**config.mk**
```make
export PLATFORM = sky130hd
export DESIGN_NAME = ea_unit
export DESIGN_NICKNAME = d
export VERILOG_FILES = /design/src/rtl/ea_pkg.sv /design/src/rtl/ea_step_gen.sv /design/src/rtl/ea_addr_fmt.sv /design/src/rtl/ea_unit.sv
export SDC_FILE = /design/constraint.sdc
export NUM_CORES = 1
export LEC_CHECK = 0
export BUFFER_PORTS_ARGS = -buffer_cell sky130_fd_sc_hd__clkbuf_2
export CORE_MARGIN = 8
export CORE_UTILIZATION = 45
export DETAILED_ROUTE_END_ITERATION = 8
export HOLD_SLACK_MARGIN = 0.02
export PLACE_DENSITY = 0.78
export SLEW_MARGIN = 0
export SYNTH_ARGS = -nofsm -noshare
export SYNTH_HDL_FRONTEND = slang
export SYNTH_SLANG_ARGS = --single-unit
```
**constraint.sdc**
```tcl
create_clock -name clk -period 3.35 [get_ports clk]
set_input_delay 1.005 -clock clk [delete_from_list [all_inputs] [get_ports clk]]
set_output_delay 1.005 -clock clk [all_outputs]
set_load 0.02 [all_outputs]
```
**src/rtl/ea_pkg.sv**
```systemverilog
package ea_pkg;
    localparam int EA_REG_W    = 32;
    localparam int EA_ADDR_W   = 24;
    localparam int EA_NARROW_W = 16;

    typedef enum logic [2:0] {
        FORM_IND     = 3'd0,
        FORM_POSTINC = 3'd1,
        FORM_PREDEC  = 3'd2,
        FORM_MEMIND  = 3'd3,
        FORM_VECTOR  = 3'd4
    } ea_form_e;

    typedef enum logic {
        ST_IDLE = 1'b0,
        ST_WAIT = 1'b1
    } ea_state_e;

    typedef struct packed {
        ea_state_e               state;
        logic [EA_ADDR_W-1:0]    addr;
        logic                    addr_vld;
        logic [EA_REG_W-1:0]     wb_data;
        logic                    wb_en;
        logic                    rd_req;
        logic [EA_ADDR_W-1:0]    target;
        logic                    done;
    } ea_regs_t;
endpackage

```
**src/rtl/ea_step_gen.sv**
```systemverilog
module ea_step_gen #(
    parameter int REG_W = 32
) (
    input  logic [1:0]       op_size,
    output logic [REG_W-1:0] step
);
    always_comb begin
        step = '0;
        unique case (op_size)
            2'd0:    step[0] = 1'b1;
            2'd1:    step[1] = 1'b1;
            default: step[2] = 1'b1;
        endcase
    end
endmodule

```
**src/rtl/ea_addr_fmt.sv**
```systemverilog
module ea_addr_fmt #(
    parameter int ADDR_W   = 24,
    parameter int NARROW_W = 16
) (
    input  logic              wide_mode,
    input  logic [ADDR_W-1:0] ea_in,
    output logic [ADDR_W-1:0] ea_out
);
    localparam int HI_W = ADDR_W - NARROW_W;

    generate
        if (HI_W > 0) begin : g_split
            assign ea_out = wide_mode ? ea_in
                                      : {{HI_W{1'b0}}, ea_in[NARROW_W-1:0]};
        end else begin : g_flat
            logic unused_mode;
            assign unused_mode = wide_mode;
            assign ea_out      = ea_in;
        end
    endgenerate
endmodule

```
**src/rtl/ea_unit.sv**
```systemverilog
module ea_unit
    import ea_pkg::*;
(
    input  logic                   clk,
    input  logic                   rst_n,
    input  logic                   wide_mode,
    input  logic                   start,
    input  logic [2:0]             form,
    input  logic [1:0]             op_size,
    input  logic [EA_REG_W-1:0]    base_reg,
    input  logic [7:0]             abs_ptr,
    input  logic [7:0]             vec_num,
    input  logic [EA_REG_W-1:0]    rd_data,
    input  logic                   rd_valid,
    output logic [EA_ADDR_W-1:0]   addr,
    output logic                   addr_vld,
    output logic [EA_REG_W-1:0]    wb_data,
    output logic                   wb_en,
    output logic                   rd_req,
    output logic [EA_ADDR_W-1:0]   target,
    output logic                   done
);
    localparam int PTR_PAD = EA_ADDR_W - 8;
    localparam int VN_PAD2 = EA_ADDR_W - 9;
    localparam int VN_PAD4 = EA_ADDR_W - 10;

    ea_regs_t q, d;

    logic [EA_REG_W-1:0]  step;
    logic [EA_REG_W-1:0]  inc_val;
    logic [EA_REG_W-1:0]  dec_val;
    logic [EA_ADDR_W-1:0] ea_sel;
    logic [EA_ADDR_W-1:0] ea_fmt;
    logic [EA_ADDR_W-1:0] tgt_fmt;
    logic                 unused_rd_hi;
    ea_form_e             form_e;

    assign form_e       = ea_form_e'(form);
    assign unused_rd_hi = ^rd_data[EA_REG_W-1:EA_ADDR_W];

    ea_step_gen #(.REG_W(EA_REG_W)) u_step (
        .op_size (op_size),
        .step    (step)
    );

    // Full-width update: carries and borrows reach the upper half in any mode.
    assign inc_val = base_reg + step;
    assign dec_val = base_reg - step;

    always_comb begin
        unique case (form_e)
            FORM_PREDEC: ea_sel = dec_val[EA_ADDR_W-1:0];
            FORM_MEMIND: ea_sel = {{PTR_PAD{1'b0}}, abs_ptr};
            FORM_VECTOR: ea_sel = wide_mode ? {{VN_PAD4{1'b0}}, vec_num, 2'b00}
                                            : {{VN_PAD2{1'b0}}, vec_num, 1'b0};
            default:     ea_sel = base_reg[EA_ADDR_W-1:0];
        endcase
    end

    ea_addr_fmt #(.ADDR_W(EA_ADDR_W), .NARROW_W(EA_NARROW_W)) u_fmt_ea (
        .wide_mode (wide_mode),
        .ea_in     (ea_sel),
        .ea_out    (ea_fmt)
    );

    ea_addr_fmt #(.ADDR_W(EA_ADDR_W), .NARROW_W(EA_NARROW_W)) u_fmt_tgt (
        .wide_mode (wide_mode),
        .ea_in     (rd_data[EA_ADDR_W-1:0]),
        .ea_out    (tgt_fmt)
    );

    always_comb begin
        d          = q;
        d.addr_vld = 1'b0;
        d.wb_en    = 1'b0;
        d.done     = 1'b0;
        unique case (q.state)
            ST_IDLE: begin
                if (start) begin
                    d.addr     = ea_fmt;
                    d.addr_vld = 1'b1;
                    unique case (form_e)
                        FORM_POSTINC: begin
                            d.wb_data = inc_val;
                            d.wb_en   = 1'b1;
                        end
                        FORM_PREDEC: begin
                            d.wb_data = dec_val;
                            d.wb_en   = 1'b1;
                        end
                        FORM_MEMIND: begin
                            d.rd_req = 1'b1;
                            d.state  = ST_WAIT;
                        end
                        default: ;
                    endcase
                end
            end
            ST_WAIT: begin
                if (rd_valid) begin
                    d.rd_req = 1'b0;
                    d.done   = 1'b1;
                    d.target = tgt_fmt;
                    d.state  = ST_IDLE;
                end
            end
            default: d.state = ST_IDLE;
        endcase
    end

    always_ff @(posedge clk or negedge rst_n) begin
        if (!rst_n) q <= '0;
        else        q <= d;
    end

    assign addr     = q.addr;
    assign addr_vld = q.addr_vld;
    assign wb_data  = q.wb_data;
    assign wb_en    = q.wb_en;
    assign rd_req   = q.rd_req;
    assign target   = q.target;
    assign done     = q.done;
endmodule

```
Yosys cells after proc, flatten, opt, wreduce, memory -nomap -nowiden
Index checks and enable logic that the tools add are counted.
{"block": "word_totals", "register_bits": 85, "in_bits": 90, "output_inout_bits": 84, "elab_cells": 43}
{"block": "classes", "add_sub_neg": 2, "eq_ne": 8, "n_mux": 17, "n_bitwise": 1, "n_reduce_logical": 7}
{"operator": "24-bit one-hot mux with 3 select lines", "n": 1}
{"operator": "33-bit one-hot mux with 2 select lines", "n": 1}
{"operator": "60-bit 2-to-1 mux", "n": 1}
{"operator": "24-bit 2-to-1 mux", "n": 2}
{"operator": "34-bit 2-to-1 mux", "n": 1}
{"operator": "32-bit by 3-bit adder with 32-bit output", "n": 1}
{"operator": "32-bit by 3-bit subtractor with 32-bit output", "n": 1}
{"operator": "26-bit 2-to-1 mux", "n": 1}
{"operator": "10-bit 2-to-1 mux", "n": 1}
{"operator": "1-bit 2-to-1 mux", "n": 7}
{"operator": "3-bit by 2-bit equality test with 1-bit output (second input constant)", "n": 2}
{"operator": "3-bit AND reduction", "n": 2}
{"operator": "2-bit != test (second input constant)", "n": 2}
{"operator": "1-bit one-hot mux with 2 select lines", "n": 2}
{"operator": "2-bit AND reduction", "n": 2}
{"operator": "3-bit by 1-bit equality test with 1-bit output (second input constant)", "n": 1}
{"operator": "3-bit equality test (second input constant)", "n": 1}
{"operator": "2-bit by 1-bit equality test with 1-bit output (second input constant)", "n": 1}
{"operator": "2-bit logical NOT", "n": 1}
{"operator": "2-bit by 1-bit != test with 1-bit output (second input constant)", "n": 1}
{"operator": "2-bit nonzero test", "n": 1}
{"operator": "2-bit OR reduction", "n": 1}
{"operator": "1-bit NOT", "n": 1}

Longest topological paths before layout
Gate-level depths: netlist of run 1.
{"block": "depth", "ltp_word": 8, "ltp_mapped": 11, "ltp_nobuf": 10}

By module
From an unflattened synthesis of run 1, not the netlist that was laid out.
{"block": "hier_totals", "hier_cells": 1041, "hier_area_um2": 8608.3}
{"module": "ea_unit", "n_inst": 1, "cells_each": 960, "area_per_inst_um2": 8032.7, "seq_area_each_um2": 2127.0}
{"module": "ea_addr_fmt", "n_inst": 2, "cells_each": 24, "area_per_inst_um2": 170.2, "seq_area_each_um2": 0.0}
{"module": "ea_step_gen", "n_inst": 1, "cells_each": 33, "area_per_inst_um2": 235.2, "seq_area_each_um2": 0.0}

Worst setup path after synthesis of run 1
Ideal clock, no wire load.
{"block": "synth_path", "path_kind": "input-to-reg", "from": "input port op_size[1]", "to": "register q (netlist bit wb_data[31])", "setup_ns": 0.126, "arrival_ns": 3.319, "required_time_ns": 3.224, "path_slack_ns": -0.095, "cell_stages": 9, "path_cell_list": "inv_1 -> ha_1 -> clkbuf_1 -> a211oi_2 -> nand4b_4 -> or4_4 -> or3_1 -> xnor2_1 -> a221o_1"}
{"block": "synth_between", "elab_chain_len": 5}
{"item": "start, declared", "line": "ea_unit.sv:9", "rtl": "input logic [1:0] op_size,"}
{"item": "2-bit by 1-bit equality test with 1-bit output / 2-bit logical NOT (equally long branches)", "line": "ea_step_gen.sv:9", "rtl": "unique case (op_size)"}
{"item": "2-bit OR reduction (no source line)"}
{"item": "1-bit 2-to-1 mux", "line": "ea_step_gen.sv:9"}
{"item": "32-bit by 3-bit subtractor with 32-bit output / 32-bit by 3-bit adder with 32-bit output (equally long branches)", "line": "ea_unit.sv:48, ea_unit.sv:47"}
{"item": "33-bit one-hot mux with 2 select lines (*)", "line": "ea_unit.sv:82", "rtl": "unique case (form_e)"}
{"item": "end signal, assigned", "line": "ea_unit.sv:112", "rtl": "if (!rst_n) q <= '0;"}
{"item": "end signal, assigned", "line": "ea_unit.sv:113", "rtl": "else q <= d;"}
{"item": "end, declared", "line": "ea_unit.sv:27", "rtl": "ea_regs_t q, d;"}
Every way passes the cells marked *; elsewhere a longest branch is shown, timed or not.
A chain may end at the register's enable or synchronous reset.

Worst setup path in the final report of run 1
{"block": "layout_path", "from": "input port op_size[1]", "to": "register q (netlist bit wb_data[26])"}
The elaborated chain is that of the path after synthesis.

==> results of run 1 <==
per-stage QoR:
stage	total power, uW	hold slack (ns)	setup TNS, ns
2_1_floorplan	2270	0.448	0
3_3_place_gp	2420	0.462	-0.0462
3_5_place_dp	2450	0.472	-0.225
4_1_cts	3360	0.484	0
5_1_grt	3510	0.498	0
6_report	3330	0.475	0
worst register-to-register path, cell delays in order (launching register included):
cell	delay, ns
sky130_fd_sc_hd__dfrtp_1	0.37
sky130_fd_sc_hd__inv_1	0.07
sky130_fd_sc_hd__nand2_1	0.07
sky130_fd_sc_hd__or3_1	0.32
sky130_fd_sc_hd__buf_4	0.25
sky130_fd_sc_hd__nor2_1	0.51
sky130_fd_sc_hd__a22oi_1	0.15
sky130_fd_sc_hd__o21ai_0	0.12
layer usage:
metal  routed length, um  vias up  global-route usage
li1                    -     2566                   -
met1                7190     2421               0.248
met2                8030      216               0.332
met3                1490       24              0.0499
met4                 342        0              0.0709
met5                   0        -                   0
state kept, by name, summed over array words and instances (netlist names):
register	flops
addr_vld	1
q	1
wb_data	32
wb_en	1
target	24
addr	24
done	1
rd_req	1
synthesized netlist by cell type (all sizes together), types with 2 or more instances:
| cell type | count |
|---|---|
| or2 | 3 |
| nand3 | 14 |
| a221o | 6 |
| mux2 | 23 |
| dfrtp | 85 |
| o211ai | 2 |
| xor2 | 14 |
| ha | 7 |
| o22ai | 7 |
| o311ai | 3 |
| or4 | 7 |
| a221oi | 2 |
| o21ai | 50 |
| nand2 | 78 |
| a21oi | 14 |
| and2 | 3 |
| nand4 | 7 |
| nor3 | 15 |
| a211oi | 3 |
| a22oi | 6 |
| nand4b | 2 |
| mux2i | 2 |
| or3 | 8 |
| buf | 85 |
| nor2b | 4 |
| inv | 16 |
| fa | 2 |
| o31ai | 5 |
| xnor2 | 27 |
| and4 | 3 |
| nor3b | 3 |
| and3 | 4 |
| nor2 | 55 |
| clkbuf | 44 |
| nor4 | 15 |
| a31oi | 13 |
| a2111oi | 2 |
| o21a | 9 |
| o221ai | 6 |
| nand2b | 3 |
| a21o | 4 |
| a22o | 6 |
| a222oi | 5 |
path summary, 6_finish.rpt:
path | start | endpoint | slack (ns) | cells after the start
worst min register to register | addr[11]$_DFFE_PN0P_ | addr[11]$_DFFE_PN0P_ | 0.47 | 2
min in group asynchronous | rst_n | target[8]$_DFFE_PN0P_ | 0.86 | 1
worst max-delay path | op_size[1] | wb_data[26]$_DFFE_PN0P_ | 0.27 | 12
worst max register to register | q[84]$_DFF_PN0_ | wb_data[26]$_DFFE_PN0P_ | 1.40 | 7
max in group asynchronous | rst_n | addr[5]$_DFFE_PN0P_ | 1.83 | 1
worst min-delay path | addr[11]$_DFFE_PN0P_ | addr[11]$_DFFE_PN0P_ | 0.47 | 2
area by class of cell:
type	count	area, um2	area share
clock buffer	11	233	0.0337
clock inverter	4	26.3	0.00380
inverter	16	60.1	0.00868
multi-input combinational	453	2950	0.426
sequential	85	2130	0.308
tap	176	220	0.0318
timing repair buffer	228	1300	0.188
logic make-up (layout without fill, tap and decap cells):
| family | count (synthesis) | in the layout | share of synthesized area |
|---|---|---|---|
| buffers and inverters | 145 | 259 | 0.145 |
| flip-flops | 85 | 85 | 0.359 |
| adder cells (fa/ha/maj) | 9 | 9 | 0.0215 |
| AND/OR/NAND/NOR | 225 | 225 | 0.190 |
| multiplexers | 26 | 26 | 0.0515 |
| XOR/XNOR | 41 | 41 | 0.0606 |
| AO/OA/AOI/OAI | 152 | 152 | 0.173 |
power breakdown:
part | leakage, uW | switching (uW) | internal (uW) | total (uW)
clock network | 0.000125 | 407 | 498 | 905
logic | 0.00201 | 669 | 408 | 1080
registers | 0.00106 | 111 | 1230 | 1340
==> results.env, run 1 <==
PROPORTION_OF_LAYOUT_CELLS_WITH_A_DRIVE_SUFFIX_ABOVE_1=0.348
FINAL_SKEW_NS=0.00524
CRIT_FAMILY='simple AND/OR/NAND/NOR gates'
FIRST_GLOBAL_VIAS=5249
GRT-OVFL-TOTAL=0
STDCELL_COUNT=973
SYNTH_FP_NETS=782
ROOT_BUFFER='sky130_fd_sc_hd__clkbuf_16'
ROUTE.VIAS.TOTAL=5227
LAYOUT_MIN_CYCLE_TIME_NS=3.08
TOTAL_WIRELENGTH_MM=17.1
WORST_PATH_FANOUT_MAX=5
MAXIMUM_NUMBER_OF_PINS_ON_ONE_NET_BEFORE_GLOBAL_ROUTE_REPAIR=86
SETUP_SLACK_AFTER_LAYOUT_NS=0.274
SETUP-VIOLATIONS-FINAL=0
POST-ROUTE-DRC-COUNT=0
TRITONCTS_CLOCK_TREE='built'
SYNTH_SEQ_AREA_SHARE=0.359
POWER_LEAKAGE_uW=0.00319
SYNTH_TOP_CELL_BY_AREA='sky130_fd_sc_hd__dfrtp_1'
PLACE_INST=958
CRIT_PATH_CELL_TRACE='clkbuf_2 -> nor2_1 -> buf_4 -> ha_1 -> inv_1 -> fa_1 -> o21bai_1 -> nand3_1 -> nor4_1 -> xor2_1 -> a22oi_1 -> o21ai_0'
FLIP_FLOP_AND_LATCH_COUNT_AFTER_SYNTHESIS=85
POWER.IR.VDD_WORST_V=0.000228
PRE_CTS_WS_NS=-0.0684
CTSHTREEMAXLEVEL=3
CRIT_PATH_START_KIND='input port'
CRITPATHMAXSTAGEDELAY_NS=0.41
POSTSYNTH.ASYNCRESETSHARE=1.00
SYN_TO_FINAL_GROWTH_PCT=16.7
SYN-INSTANCE-COUNT=683
PLACE.GP.CONGESTION=0.898
POST_ROUTE_CLOCK_PERIOD_UTILIZATION=0.918
SYNTH.YOSYS.WARNINGS=0
CORE_UM2=13000
TIMING.CRITICAL_PATH.ARRIVAL_NS=3.28
DIE_AREA_UM2=17100
FINALHOLDVIOLATIONS=0
CRITPATHREQUIREDTIME_NS=3.56
POSTCTSSETUPREPAIRBUFS=0
DRV_CAP=0
FINALCOREUTILIZATION=0.531
LAYOUT_COMMONEST_CELL='sky130_fd_sc_hd__clkbuf_2'
AVGSYNTHCELLAREA_UM2=8.68
CLOCK_LATENCY_REPORTED_FOR_THE_LATE_SIDE_OF_THE_WORST_SKEW_PAIR_NS=0.34
FP-ROW-COUNT=42
CTS.SINK_COUNT=85
DRC_MARKER_COUNT_FROM_THE_FIRST_DETAILED_ROUTE_ITERATION=435
CTSLONGESTPATHBUFFERS=2
FLOORPLAN.INITIALDENSITY=0.455
CTS_INSERTED_BUFFERS=9
COUNT_OF_BUFFERING_CELLS_ON_THE_CRITICAL_PATH_WITH_INVERTERS_INCLUDED=3
TOP_FF_CELL_SYNTH='sky130_fd_sc_hd__dfrtp_1'
TIMING.FINAL.MAX_SLEW_VIOLATIONS=0
AVGROUTEDWIREPERCELL_UM=17.5
FILLERS=1252
OUTCOME='finished clean'
YOSYSTOPAREACELLSHARE=0.359
CP-END-KIND='flop'
GRT_FIRST_PASS_WIRELENGTH_MM=26.7
GRT_SETUP_UNREPAIRED='false'
ANTENNA_FOUND_INITIAL=0
MOST-COMMON-LAYOUT-CELLS='sky130_fd_sc_hd__clkbuf_2 (164), sky130_fd_sc_hd__dfrtp_1 (85), sky130_fd_sc_hd__nand2_1 (78)'
SYNTH_AREA_UM2=5930
POWER-PER-CELL-AREA_nW_PER_UM2=481
SYNTH-EDFF-COUNT=0
PLACED_CELL_AREA_UM2=6660
CTS_HOLD_REPAIR.BUFFERS=0
SETUP.WORST_PATH.CLASS='in2reg'
GROUTE.USAGE.OVERALL=0.200
YS_TOP_CELLS_BY_AREA='sky130_fd_sc_hd__dfrtp_1 (36%), sky130_fd_sc_hd__buf_4 (10%), sky130_fd_sc_hd__nand2_1 (4.9%)'
FIRSTDRTPASSITERS=5
IOS=174
FMAXACHIEVABLE_MHz=325
TIMING_WORST_SLEW_PIN_VALUE_NS=1.04
DRTANTENNAVIOLNETS=0
DIE_W_UM=131
FINAL_HPWL_FROM_DETAILED_PLACEMENT_MM=13.2
LAYOUT.CELL_AREA.NON_FILLER_UM2=6920
IO_BUFFER_COUNT=165
NUMBER_OF_NETS_IN_THE_LAYOUT=892
MAX_SLEW_MARGIN=0.304
DIE_OUTLINE_HEIGHT_UM=131
DIODES=0
VIASPERCELL=5.37
CRIT_PATH_TOP_DELAY_CELL='sky130_fd_sc_hd__fa_1'
HOLD_PATH_CLASS='reg2reg'
YOSYS.CELL_TYPES.COUNT=67
CLK_PIN_SLEW_NS=0.06
CTS-RESIZED-GATES=0
Power figures use the tool's default switching activity.
==> inputs of run 2 (changes only) <==
==> constraint.sdc (replaced) <==
create_clock -name clk -period 2.85 [get_ports clk]
set_input_delay 0.855 -clock clk [delete_from_list [all_inputs] [get_ports clk]]
set_output_delay 0.855 -clock clk [all_outputs]
set_load 0.02 [all_outputs]
==> results.env, run 2 (same netlist as run 1, synthesis figures left out) <==
OUTCOME='finished clean'  # unchanged
LAYOUT.CELL_AREA.NON_FILLER_UM2=7460  # was 6920 um2
GRT_SETUP_UNREPAIRED='true'  # was false
CRIT_PATH_TOP_DELAY_CELL='sky130_fd_sc_hd__or4_4'  # was sky130_fd_sc_hd__fa_1
PROPORTION_OF_LAYOUT_CELLS_WITH_A_DRIVE_SUFFIX_ABOVE_1=0.413  # was 0.348
POWER-PER-CELL-AREA_nW_PER_UM2=552  # was 481 nW/um2
SETUP-VIOLATIONS-FINAL=0  # unchanged
DIODES=0  # unchanged
GRT-OVFL-TOTAL=0  # unchanged
DIE_W_UM=131  # unchanged
WORST_PATH_FANOUT_MAX=5  # unchanged
DRC_MARKER_COUNT_FROM_THE_FIRST_DETAILED_ROUTE_ITERATION=397  # was 435
MULTIINPUTGATEAREA_UM2=3100  # was 2950 um2
LARGEST_REG_FLOPS=32  # unchanged
IOS=174  # unchanged
AVGROUTEDWIREPERCELL_UM=18.0  # was 17.5 um
USE_MET1=0.276  # was 0.248
FINALSETUPTNS_NS=0  # unchanged
TOTAL_WIRELENGTH_MM=18.3  # was 17.1 mm
DIE_OUTLINE_HEIGHT_UM=131  # unchanged
POWER.IR.VDD_WORST_V=0.000264  # was 0.000228 V
HOLD-WORST-SLACK_NS=0.435  # was 0.475 ns
FLOORPLAN.INITIALDENSITY=0.455  # unchanged
CTSHTREEMAXLEVEL=3  # unchanged
CP-END-KIND='flop'  # unchanged
GRT_FIRST_PASS_WIRELENGTH_MM=28.1  # was 26.7 mm
FINAL_SKEW_NS=0.00560  # was 0.00524 ns
CRIT_FAMILY='simple AND/OR/NAND/NOR gates'  # unchanged
FILLERS=1188  # was 1252
FP-ROW-COUNT=42  # unchanged
IO_BUFFER_COUNT=165  # unchanged
MOST_COMMON_CELL_ON_CRIT_PATH='sky130_fd_sc_hd__or4_4'
COUNT_OF_BUFFERING_CELLS_ON_THE_CRITICAL_PATH_WITH_INVERTERS_INCLUDED=1  # was 3
POWER_LEAKAGE_uW=0.00344  # was 0.00319 uW
FINAL_HPWL_FROM_DETAILED_PLACEMENT_MM=14.3  # was 13.2 mm
SEQCELLAREA_UM2=2130  # unchanged
CLK_PIN_SLEW_NS=0.07  # was 0.06 ns
ROUTE.VIAS.TOTAL=5551  # was 5227
VIASPERCELL=5.47  # was 5.37
FIRSTDRTPASSITERS=7  # was 5
CRIT_PATH_CELL_TRACE='buf_6 -> or4_4 -> nand4b_4 -> or4_4 -> or3_4 -> xnor2_2 -> a221o_1'  # was clkbuf_2 -> nor2_1 -> buf_4 -> ha_1 -> inv_1 -> fa_1 -> o21bai_1 -> nand3_1 -> nor4_1 -> xor2_1 -> a22oi_1 -> o21ai_0
HOLD_PATH_CLASS='in2async'  # was reg2reg
POST-ROUTE-DRC-COUNT=0  # unchanged
CLOCK_LATENCY_REPORTED_FOR_THE_LATE_SIDE_OF_THE_WORST_SKEW_PAIR_NS=0.34  # about the same
TIMING_WORST_SLEW_PIN_VALUE_NS=0.634  # was 1.04 ns
DRTANTENNAVIOLNETS=0  # unchanged
CORE_UM2=13000  # unchanged
PLACED_CELL_AREA_UM2=7020  # was 6660 um2
MAX_SLEW_MARGIN=0.566  # was 0.304
GRTUSAGEMET3=0.0471  # was 0.0499
PLACE.GP.CONGESTION=0.944  # was 0.898
MAXIMUM_NUMBER_OF_PINS_ON_ONE_NET_BEFORE_GLOBAL_ROUTE_REPAIR=44  # was 86
CTS.SINK_COUNT=85  # unchanged
NUMBER_OF_NETS_IN_THE_LAYOUT=932  # was 892
FMAXACHIEVABLE_MHz=351
CRIT_PATH_START_KIND='input port'  # unchanged
CRITPATHREQUIREDTIME_NS=3.08  # was 3.56 ns
ROOT_BUFFER='sky130_fd_sc_hd__clkbuf_16'  # unchanged
TRITONCTS_CLOCK_TREE='built'  # unchanged
CTSLONGESTPATHBUFFERS=2  # unchanged
DIE_AREA_UM2=17100  # unchanged
ANTENNA_FOUND_INITIAL=1  # was 0
SYN_TO_FINAL_GROWTH_PCT=25.9  # was 16.7%
LAYOUT_COMMONEST_CELL='sky130_fd_sc_hd__clkbuf_2'  # unchanged
CTS_HOLD_REPAIR.BUFFERS=0  # unchanged
FIRST_GLOBAL_VIAS=5460  # was 5249
CTS_INSERTED_BUFFERS=9  # unchanged
GROUTE.USAGE.OVERALL=0.212  # was 0.200
DRV_CAP=0  # unchanged
TIMING.CRITICAL_PATH.ARRIVAL_NS=3.07  # was 3.28 ns
SETUP.WORST_PATH.CLASS='in2reg'  # unchanged
LAYOUT_MIN_CYCLE_TIME_NS=2.85
POST_ROUTE_CLOCK_PERIOD_UTILIZATION=0.999
FINALHOLDVIOLATIONS=0  # unchanged
CRITPATHMAXSTAGEDELAY_NS=0.58  # was 0.41 ns
GROUTE.LAYER.MET2.USAGE=0.339  # was 0.332
TOP_USAGE_LAYER='met2'  # unchanged
MOST-COMMON-LAYOUT-CELLS='sky130_fd_sc_hd__clkbuf_2 (161), sky130_fd_sc_hd__buf_4 (101), sky130_fd_sc_hd__dfrtp_1 (85)'  # was sky130_fd_sc_hd__clkbuf_2 (164), sky130_fd_sc_hd__dfrtp_1 (85), sky130_fd_sc_hd__nand2_1 (78)
TIMING.FINAL.MAX_SLEW_VIOLATIONS=0  # unchanged
[run 2: through the flow]
step	cells	total power, uW	utilization	setup WS [ns]
2_1_floorplan	683	2680	-	-0.259
3_3_place_gp	996	2900	0.539	-0.350
3_5_place_dp	996	2930	0.539	-0.390
4_1_cts	1012	4160	0.563	0.0227
5_1_grt	1014	4330	0.573	-0.0485
6_report	1014	4120	0.573	0.00289
[run 2: path summary, 6_finish.rpt]
check | start | to | slack, ns | cells past startpoint
max reg2reg | q[84]$_DFF_PN0_ | wb_data[20]$_DFFE_PN0P_ | 1.10 | 6
min in group clk | addr[11]$_DFFE_PN0P_ | addr[11]$_DFFE_PN0P_ | 0.48 | 2
min | rst_n | target[14]$_DFFE_PN0P_ | 0.43 | 1
min reg2reg | addr[11]$_DFFE_PN0P_ | addr[11]$_DFFE_PN0P_ | 0.48 | 2
max in group asynchronous | rst_n | wb_data[17]$_DFFE_PN0P_ | 1.85 | 2
max | base_reg[9] | wb_data[31]$_DFFE_PN0P_ | 0.003 | 7
[run 2: cell type report]
cell class                 count  area share
tap                          176      0.0295
sequential                    85       0.285
inverter                      16     0.00872
clock inverter                 6     0.00922
multi-input combinational    453       0.415
timing repair buffer         268       0.221
clock buffer                  10      0.0320
[run 2: power breakdown]
part           switching, uW  internal [uW]  total, uW
Clock                    493            711       1200
Sequential               127           1450       1580
Combinational            817            522       1340
Total                   1440           2680       4120
[run 2: repair_timing]
action | CTS | global route
endpoints found under the setup margin | 2 | 15
gates resized for setup | 1 | 29
buffers inserted | 0 | 2
pin swaps | 1 | 17
endpoints found under the hold margin | 0 | 0
[run 2: worst register-to-register path, delay by kind of cell, from the launching register on]
kind / cells / cell delay (ns)
buffers and inverters: 2 / 0.29
AOI/OAI and AO/OA: 2 / 0.49
DFF: 1 / 0.37
and+or+nand+nor: 2 / 0.47
[run 2: metal layers]
| metal | wire length (um) | share of wire |
|---|---|---|
| met4 | 381 | 0.021 |
| met5 | 15 | 0.00082 |
| met1 | 7920 | 0.43 |
| met3 | 1650 | 0.090 |
| met2 | 8320 | 0.45 |
